==> src/rtl/mreg_pkg.sv <==
package mreg_pkg;
  localparam int LIST_W   = 16;
  localparam int IDX_W    = $clog2(LIST_W);
  localparam int WORD_W   = 32;
  localparam int TBIT_POS = 24;
  localparam int IDX_LSB  = 12;
  // Application-level access rights to the state word; both fixed off.
  localparam bit SW_RD_OK = 1'b0;
  localparam bit SW_WR_OK = 1'b0;
  localparam logic [WORD_W-1:0] LIVE_MASK =
    (WORD_W'(1) << TBIT_POS) | (WORD_W'((1 << IDX_W) - 1) << IDX_LSB);

  typedef enum logic [1:0] {
    ST_IDLE = 2'd0,
    ST_XFER = 2'd1,
    ST_SUSP = 2'd2
  } seq_st_e;
endpackage

==> src/rtl/mreg_rst_sync.sv <==
module mreg_rst_sync (
  input  logic clk,
  input  logic rst_n,
  output logic rst_sync_n
);
  logic meta_q;
  logic sync_q;

  always_ff @(posedge clk or negedge rst_n) begin
    if (!rst_n) begin
      meta_q <= 1'b0;
      sync_q <= 1'b0;
    end else begin
      meta_q <= 1'b1;
      sync_q <= meta_q;
    end
  end

  assign rst_sync_n = sync_q;
endmodule

==> src/rtl/mreg_lowbit.sv <==
module mreg_lowbit #(
  parameter int W  = 16,
  parameter int IW = $clog2(W)
) (
  input  logic [W-1:0]  vec_i,
  output logic [IW-1:0] idx_o,
  output logic          any_o
);
  logic [W:0]   seen;
  logic [W-1:0] first;

  assign seen[0] = 1'b0;
  for (genvar g = 0; g < W; g++) begin : g_chain
    assign seen[g+1] = seen[g] | vec_i[g];
    assign first[g]  = vec_i[g] & ~seen[g];
  end

  always_comb begin
    idx_o = '0;
    for (int i = 0; i < W; i++) begin
      if (first[i]) idx_o = idx_o | IW'(i);
    end
  end

  assign any_o = seen[W];
endmodule

==> src/rtl/mreg_xstate.sv <==
module mreg_xstate
  import mreg_pkg::*;
(
  input  logic              clk,
  input  logic              rst_n,
  input  logic              ret_i,
  input  logic              ret_tbit_i,
  input  logic              exc_i,
  input  logic              exc_tbit_i,
  input  logic              br_i,
  input  logic              br_tbit_i,
  input  logic              idx_ld_i,
  input  logic [IDX_W-1:0]  idx_val_i,
  input  logic              idx_clr_i,
  input  logic              sw_rd_i,
  input  logic              sw_wr_i,
  input  logic [WORD_W-1:0] sw_wdata_i,
  output logic              tbit_o,
  output logic [IDX_W-1:0]  idx_o,
  output logic [WORD_W-1:0] word_o,
  output logic [WORD_W-1:0] sw_rdata_o
);
  logic [WORD_W-1:0] word_q;
  logic [WORD_W-1:0] word_d;
  logic [WORD_W-1:0] word_raw;
  logic              word_en;

  always_comb begin
    word_raw = word_q;
    if (SW_WR_OK && sw_wr_i) word_raw = sw_wdata_i;
    if (ret_i)        word_raw[TBIT_POS] = ret_tbit_i;
    else if (exc_i)   word_raw[TBIT_POS] = exc_tbit_i;
    else if (br_i)    word_raw[TBIT_POS] = br_tbit_i;
    if (idx_clr_i)     word_raw[IDX_LSB +: IDX_W] = '0;
    else if (idx_ld_i) word_raw[IDX_LSB +: IDX_W] = idx_val_i;
    word_d  = word_raw & LIVE_MASK;
    word_en = ret_i | exc_i | br_i | idx_clr_i | idx_ld_i | (SW_WR_OK & sw_wr_i);
  end

  always_ff @(posedge clk or negedge rst_n) begin
    if (!rst_n) begin
      word_q <= '0;
    end else if (word_en) begin
      word_q <= word_d;
    end
  end

  assign tbit_o     = word_q[TBIT_POS];
  assign idx_o      = word_q[IDX_LSB +: IDX_W];
  assign word_o     = word_q;
  assign sw_rdata_o = (SW_RD_OK && sw_rd_i) ? word_q : '0;
endmodule

==> src/rtl/mreg_ctrl.sv <==
module mreg_ctrl
  import mreg_pkg::*;
(
  input  logic              clk,
  input  logic              rst_n,
  input  logic              start_i,
  input  logic [LIST_W-1:0] list_i,
  input  logic              irq_i,
  input  logic              ret_i,
  input  logic              ret_tbit_i,
  input  logic              rdy_i,
  input  logic              tbit_i,
  input  logic [IDX_W-1:0]  idx_i,
  output logic              xfer_o,
  output logic [IDX_W-1:0]  reg_o,
  output logic              done_o,
  output logic              fault_o,
  output logic              idx_ld_o,
  output logic [IDX_W-1:0]  idx_val_o,
  output logic              idx_clr_o,
  output logic              idle_o,
  output logic              susp_o
);
  seq_st_e           st_q, st_d;
  logic [LIST_W-1:0] rem_q, rem_d, rem_after;
  logic [IDX_W-1:0]  cur_q, cur_d;
  logic              done_q, done_d, fault_q, fault_d;
  logic              seq_en;
  logic [IDX_W-1:0]  start_idx, after_idx;
  logic              start_any, after_any;

  assign rem_after = rem_q & ~(LIST_W'(1) << cur_q);

  mreg_lowbit #(.W(LIST_W), .IW(IDX_W)) u_first (
    .vec_i (list_i),
    .idx_o (start_idx),
    .any_o (start_any)
  );

  mreg_lowbit #(.W(LIST_W), .IW(IDX_W)) u_next (
    .vec_i (rem_after),
    .idx_o (after_idx),
    .any_o (after_any)
  );

  always_comb begin
    st_d      = st_q;
    rem_d     = rem_q;
    cur_d     = cur_q;
    done_d    = 1'b0;
    fault_d   = 1'b0;
    idx_ld_o  = 1'b0;
    idx_clr_o = 1'b0;
    idx_val_o = after_idx;
    unique case (st_q)
      ST_IDLE: begin
        if (start_i) begin
          if (!tbit_i) begin
            fault_d = 1'b1;
          end else if (!start_any) begin
            done_d = 1'b1;
          end else begin
            st_d  = ST_XFER;
            rem_d = list_i;
            cur_d = start_idx;
          end
        end
      end
      ST_XFER: begin
        if (rdy_i) begin
          rem_d = rem_after;
          if (!after_any) begin
            done_d = 1'b1;
            st_d   = ST_IDLE;
          end else if (irq_i) begin
            st_d     = ST_SUSP;
            idx_ld_o = 1'b1;
          end else begin
            cur_d = after_idx;
          end
        end
      end
      ST_SUSP: begin
        if (ret_i) begin
          idx_clr_o = 1'b1;
          if (!ret_tbit_i) begin
            fault_d = 1'b1;
            st_d    = ST_IDLE;
            rem_d   = '0;
          end else begin
            st_d  = ST_XFER;
            cur_d = idx_i;
          end
        end
      end
      default: st_d = ST_IDLE;
    endcase
    seq_en = (st_d != st_q) | (rem_d != rem_q) | (cur_d != cur_q);
  end

  always_ff @(posedge clk or negedge rst_n) begin
    if (!rst_n) begin
      st_q  <= ST_IDLE;
      rem_q <= '0;
      cur_q <= '0;
    end else if (seq_en) begin
      st_q  <= st_d;
      rem_q <= rem_d;
      cur_q <= cur_d;
    end
  end

  always_ff @(posedge clk or negedge rst_n) begin
    if (!rst_n) begin
      done_q  <= 1'b0;
      fault_q <= 1'b0;
    end else begin
      done_q  <= done_d;
      fault_q <= fault_d;
    end
  end

  assign xfer_o  = (st_q == ST_XFER);
  assign reg_o   = cur_q;
  assign done_o  = done_q;
  assign fault_o = fault_q;
  assign idle_o  = (st_q == ST_IDLE);
  assign susp_o  = (st_q == ST_SUSP);
endmodule

==> src/rtl/mreg_seq.sv <==
module mreg_seq
  import mreg_pkg::*;
(
  input  logic              clk,
  input  logic              rst_n,
  input  logic [LIST_W-1:0] reg_list_i,
  input  logic              start_i,
  input  logic              irq_i,
  input  logic              irq_ret_i,
  input  logic              ret_tbit_i,
  input  logic              mem_rdy_i,
  input  logic              exc_i,
  input  logic              exc_tbit_i,
  input  logic              br_i,
  input  logic              br_tbit_i,
  input  logic              sw_rd_i,
  input  logic              sw_wr_i,
  input  logic [WORD_W-1:0] sw_wdata_i,
  output logic [IDX_W-1:0]  reg_num_o,
  output logic              xfer_o,
  output logic              done_o,
  output logic              fault_o,
  output logic [WORD_W-1:0] xstate_o,
  output logic [WORD_W-1:0] sw_rdata_o
);
  logic             rst_sync_n;
  logic             tbit;
  logic [IDX_W-1:0] idx;
  logic             idx_ld, idx_clr;
  logic [IDX_W-1:0] idx_val;
  logic             ctl_idle, ctl_susp;

  mreg_rst_sync u_rst (
    .clk        (clk),
    .rst_n      (rst_n),
    .rst_sync_n (rst_sync_n)
  );

  mreg_ctrl u_ctrl (
    .clk        (clk),
    .rst_n      (rst_sync_n),
    .start_i    (start_i),
    .list_i     (reg_list_i),
    .irq_i      (irq_i),
    .ret_i      (irq_ret_i),
    .ret_tbit_i (ret_tbit_i),
    .rdy_i      (mem_rdy_i),
    .tbit_i     (tbit),
    .idx_i      (idx),
    .xfer_o     (xfer_o),
    .reg_o      (reg_num_o),
    .done_o     (done_o),
    .fault_o    (fault_o),
    .idx_ld_o   (idx_ld),
    .idx_val_o  (idx_val),
    .idx_clr_o  (idx_clr),
    .idle_o     (ctl_idle),
    .susp_o     (ctl_susp)
  );

  mreg_xstate u_xstate (
    .clk        (clk),
    .rst_n      (rst_sync_n),
    .ret_i      (irq_ret_i),
    .ret_tbit_i (ret_tbit_i),
    .exc_i      (exc_i),
    .exc_tbit_i (exc_tbit_i),
    .br_i       (br_i),
    .br_tbit_i  (br_tbit_i),
    .idx_ld_i   (idx_ld),
    .idx_val_i  (idx_val),
    .idx_clr_i  (idx_clr),
    .sw_rd_i    (sw_rd_i),
    .sw_wr_i    (sw_wr_i),
    .sw_wdata_i (sw_wdata_i),
    .tbit_o     (tbit),
    .idx_o      (idx),
    .word_o     (xstate_o),
    .sw_rdata_o (sw_rdata_o)
  );
endmodule

==> config.mk <==
export PLATFORM = sky130hd
export DESIGN_NAME = mreg_seq
export DESIGN_NICKNAME = d
export VERILOG_FILES = /design/src/rtl/mreg_pkg.sv /design/src/rtl/mreg_rst_sync.sv /design/src/rtl/mreg_lowbit.sv /design/src/rtl/mreg_xstate.sv /design/src/rtl/mreg_ctrl.sv /design/src/rtl/mreg_seq.sv
export SDC_FILE = /design/constraint.sdc
export NUM_CORES = 1
export LEC_CHECK = 0
export BUFFER_PORTS_ARGS = -buffer_cell sky130_fd_sc_hd__buf_4
export CAP_MARGIN = 30
export CORE_AREA = 2 2 86 88
export DETAILED_ROUTE_END_ITERATION = 10
export DIE_AREA = 0 0 88 90
export GPL_TIMING_DRIVEN = 1
export PLACE_DENSITY = 0.75
export SYNTH_ARGS = -nofsm -noshare
export SYNTH_HDL_FRONTEND = slang
export SYNTH_SLANG_ARGS = --single-unit
==> constraint.sdc <==
create_clock -name clk -period 0.9 [get_ports clk]
set_input_delay 0.045 -clock clk [delete_from_list [all_inputs] [get_ports clk]]
set_output_delay 0.045 -clock clk [all_outputs]
set_load 0.03 [all_outputs]
==> summary.txt <==
CTS Buf Count = 5
share of the synthesized area in the top cell type = 26.7%
Pre-antenna DRT Iters = 5
vias per inst = 5.48
antenna cell count = 0
Critical Path RT = 1.10 ns
asr flop ratio synth = 100%
post-route ant nets = 0
# IOs = 132
WP data arrival = 2.42 ns
cells after synthesis = 343
outcome = finished with violations
PwrDens = 3740 nW/um^2
Synth Warn # = 0
hold crit path type = in -> reg
floorplan row count = 31
Core Area = 7020 um^2
depth of the most critical reg-to-reg path = 7
clock transition at the registers of the reported paths = 0.07 ns
chip height = 90 um
final setup margin = -1.32 ns
Worst Setup End Kind = register
first-pass GRT wire length = 15400 um
Hold Path Cell Cnt = 3
area leader, netlist = dfrtp_1
Mapped Area = 2900 um^2
final hold viol count = 0
CTS tree = yes
initial core utilization = 41.4%
Placed Area = 3860 um^2
total congestion overflow = 0
DR DRC count = 0
Slew @ Worst Pin = 0.613 ns
endpoints failing setup = 39
origin of the critical flop-to-flop path = u_ctrl.reg_o[2]
PortBufs = 38
DP Wirelength = 7010 um
layout cells sized above 1 = 43.9%
area grow syn2layout = 46.2%
nets = 547
Die X = 88 um
period utilization = 247%
fin. max-slew vios = 0
Routed WL per cell = 17.1 um
Crit Path Max Fanout = 8
initial antenna violation count = 0
clock tree buffer depth = 2
Sink Count = 31
Lkg Pwr = 2.04 nW
crit path kind = reg -> reg
area occupied by multi-input gates = 1990 um^2
r2r setup slk = -1.32 ns
Primary FF master, synth = dfrtp_1
Post-synth EDFFs = 0
Filler Cell Count = 592
CP Launch Point = u_ctrl.reg_o[2]
HP Start = exc_tbit_i
Unique masters post-synth = 68
Tot GR Track Use = 25.0%
relative slew slack = 59.0%
Fmax = 451 MHz
Die ar. = 7920 um^2
GPL Wtd Cong = 0.908
count leader, synth = buf_4
Core Util, Final = 60.5%
RSZ-0062 raised after global routing = yes
worst skew pair latency = 0.29 ns
Via Count = 3213
Synth Register Bits = 31
Max Cap Viol = 0
largest net degree at the start of global routing = 22
Tmin final = 2.22 ns
commonest cells in the netlist = buf_4 (60), dfrtp_1 (31), o21ai_0 (29), nand2_1 (27), a21oi_1 (17)
vias in the first global route = 3113
synth top area cells = dfrtp_1 (27%), buf_4 (16%), o21ai_0 (5.0%)
H-Tree Depth = 2
sequential area share after synthesis = 26.7%
VDD IR max = 1.83 mV
post-place setup slack = -1.26 ns
clk root buf = clkbuf_8
total wire length = 10000 um
register area = 783 um^2
Post-Route Skew = 0.00712 ns
failing checks = setup timing
fin area = 4250 um^2
Avg Inst Size Synth = 8.47 um^2
Setup crit start kind = register
initial DRC count = 284
[layout by cell type (no fill, tap or decap), types with 3 or more instances in the layout]
master	n
a211oi_2	3
o21a_1	4
a22o_1	15
or3b_4	3
inv_1	7
buf_6	27
dfrtp_1	25
mux2i_1	6
nand2_1	24
nor2b_1	7
nor2_1	11
or4_4	3
dfrtp_2	6
o21ai_0	16
a211oi_1	4
or3_1	3
buf_4	121
mux2_2	8
nand2b_1	7
nor3_1	6
a21oi_1	15
clkbuf_8	5
a2bb2oi_1	3
o22ai_1	5
conb_1	60
and2_1	3
o21ai_1	13
nor2_4	3
clkinv_2	3
o21bai_1	3
o22a_1	3
nand3b_1	3
[kinds of logic after synthesis]
logic type | Yosys count | share of synthesized area, %
other cells | 2 | 0.259
buf+inv | 81 | 18.9
compound gates | 120 | 30.2
mux | 14 | 5.17
flops | 31 | 26.7
simple gates | 95 | 18.7
[worst paths after layout]
path                                       end
min reg2reg                u_xstate.word_o[13]
min in group asynchronous     u_rst.rst_sync_n
min                        u_xstate.word_o[24]
max                            u_ctrl.reg_o[1]
max reg2reg                    u_ctrl.reg_o[1]
max in group asynchronous      u_ctrl.reg_o[3]
[sequential cells by signal, indices dropped and copies added (netlist names)]
register,cells
u_ctrl.rem_q,16
u_ctrl.reg_o,4
u_ctrl.st_q,2
u_rst.rst_sync_n,1
u_xstate.word_o,5
u_ctrl.done_o,1
u_ctrl.fault_o,1
u_rst.meta_q,1
[timing repair]
item | CTS | global route
setup endpoints to repair | 39 | 39
buffers inserted | 11 | 7
hold buffers | 1 | 0
gates cloned | 2 | 0
pin swaps | 8 | 6
gates resized for setup | 45 | 18
hold endpoints to repair | 2 | 0
[routing by layer]
layer  part of all wire, %  global-route usage, %  up-vias  routed length (um)
met5                     0                      0        -                   0
met4                   4.1                   10.4        0                 414
met3                   8.1                   4.41       43                 811
met2                    49                   41.8      196                4880
met1                    39                   31.0     1530                3900
li1                      -                      -     1444                   -
[critical path: stages, from the launching register on]
cell      delay [ns]
dfrtp_2         0.47
or3b_4          0.45
buf_4           0.16
a211oi_2        0.21
o21ai_1         0.12
a211oi_2        0.36
o41ai_2         0.13
a211oi_1        0.22
[power by group]
part	leakage, nW	internal (mW)	total [mW]	switching (mW)
combinational	1.60	5.92	12.2	6.26
clock	0.0477	0.529	1.10	0.576
sequential	0.396	1.98	2.58	0.600
[per-stage QoR]
step                      power (mW)  hold WS, ns  TNS, ns  std cells
after floorplan                 9.13       -0.251   -26.79        401
after global placement          12.6       -0.171   -30.17        562
after detailed placement        12.9       -0.170   -31.65        562
after CTS                       15.1       0.0334   -27.57        583
after global routing            16.8       0.0585   -30.82        586
final                           15.9       0.0333   -28.71        586
[area by class of cell]
cell class / count / share of cell area, %
Clock buffer: 5 / 1.62
Clock inverter: 3 / 0.354
Inverter: 7 / 0.619
Multi-Input combinational cell: 291 / 46.8
Sequential cell: 31 / 18.4
Tap cell: 99 / 2.92
Timing Repair Buffer: 150 / 29.3
Power figures use the tool's default switching activity.
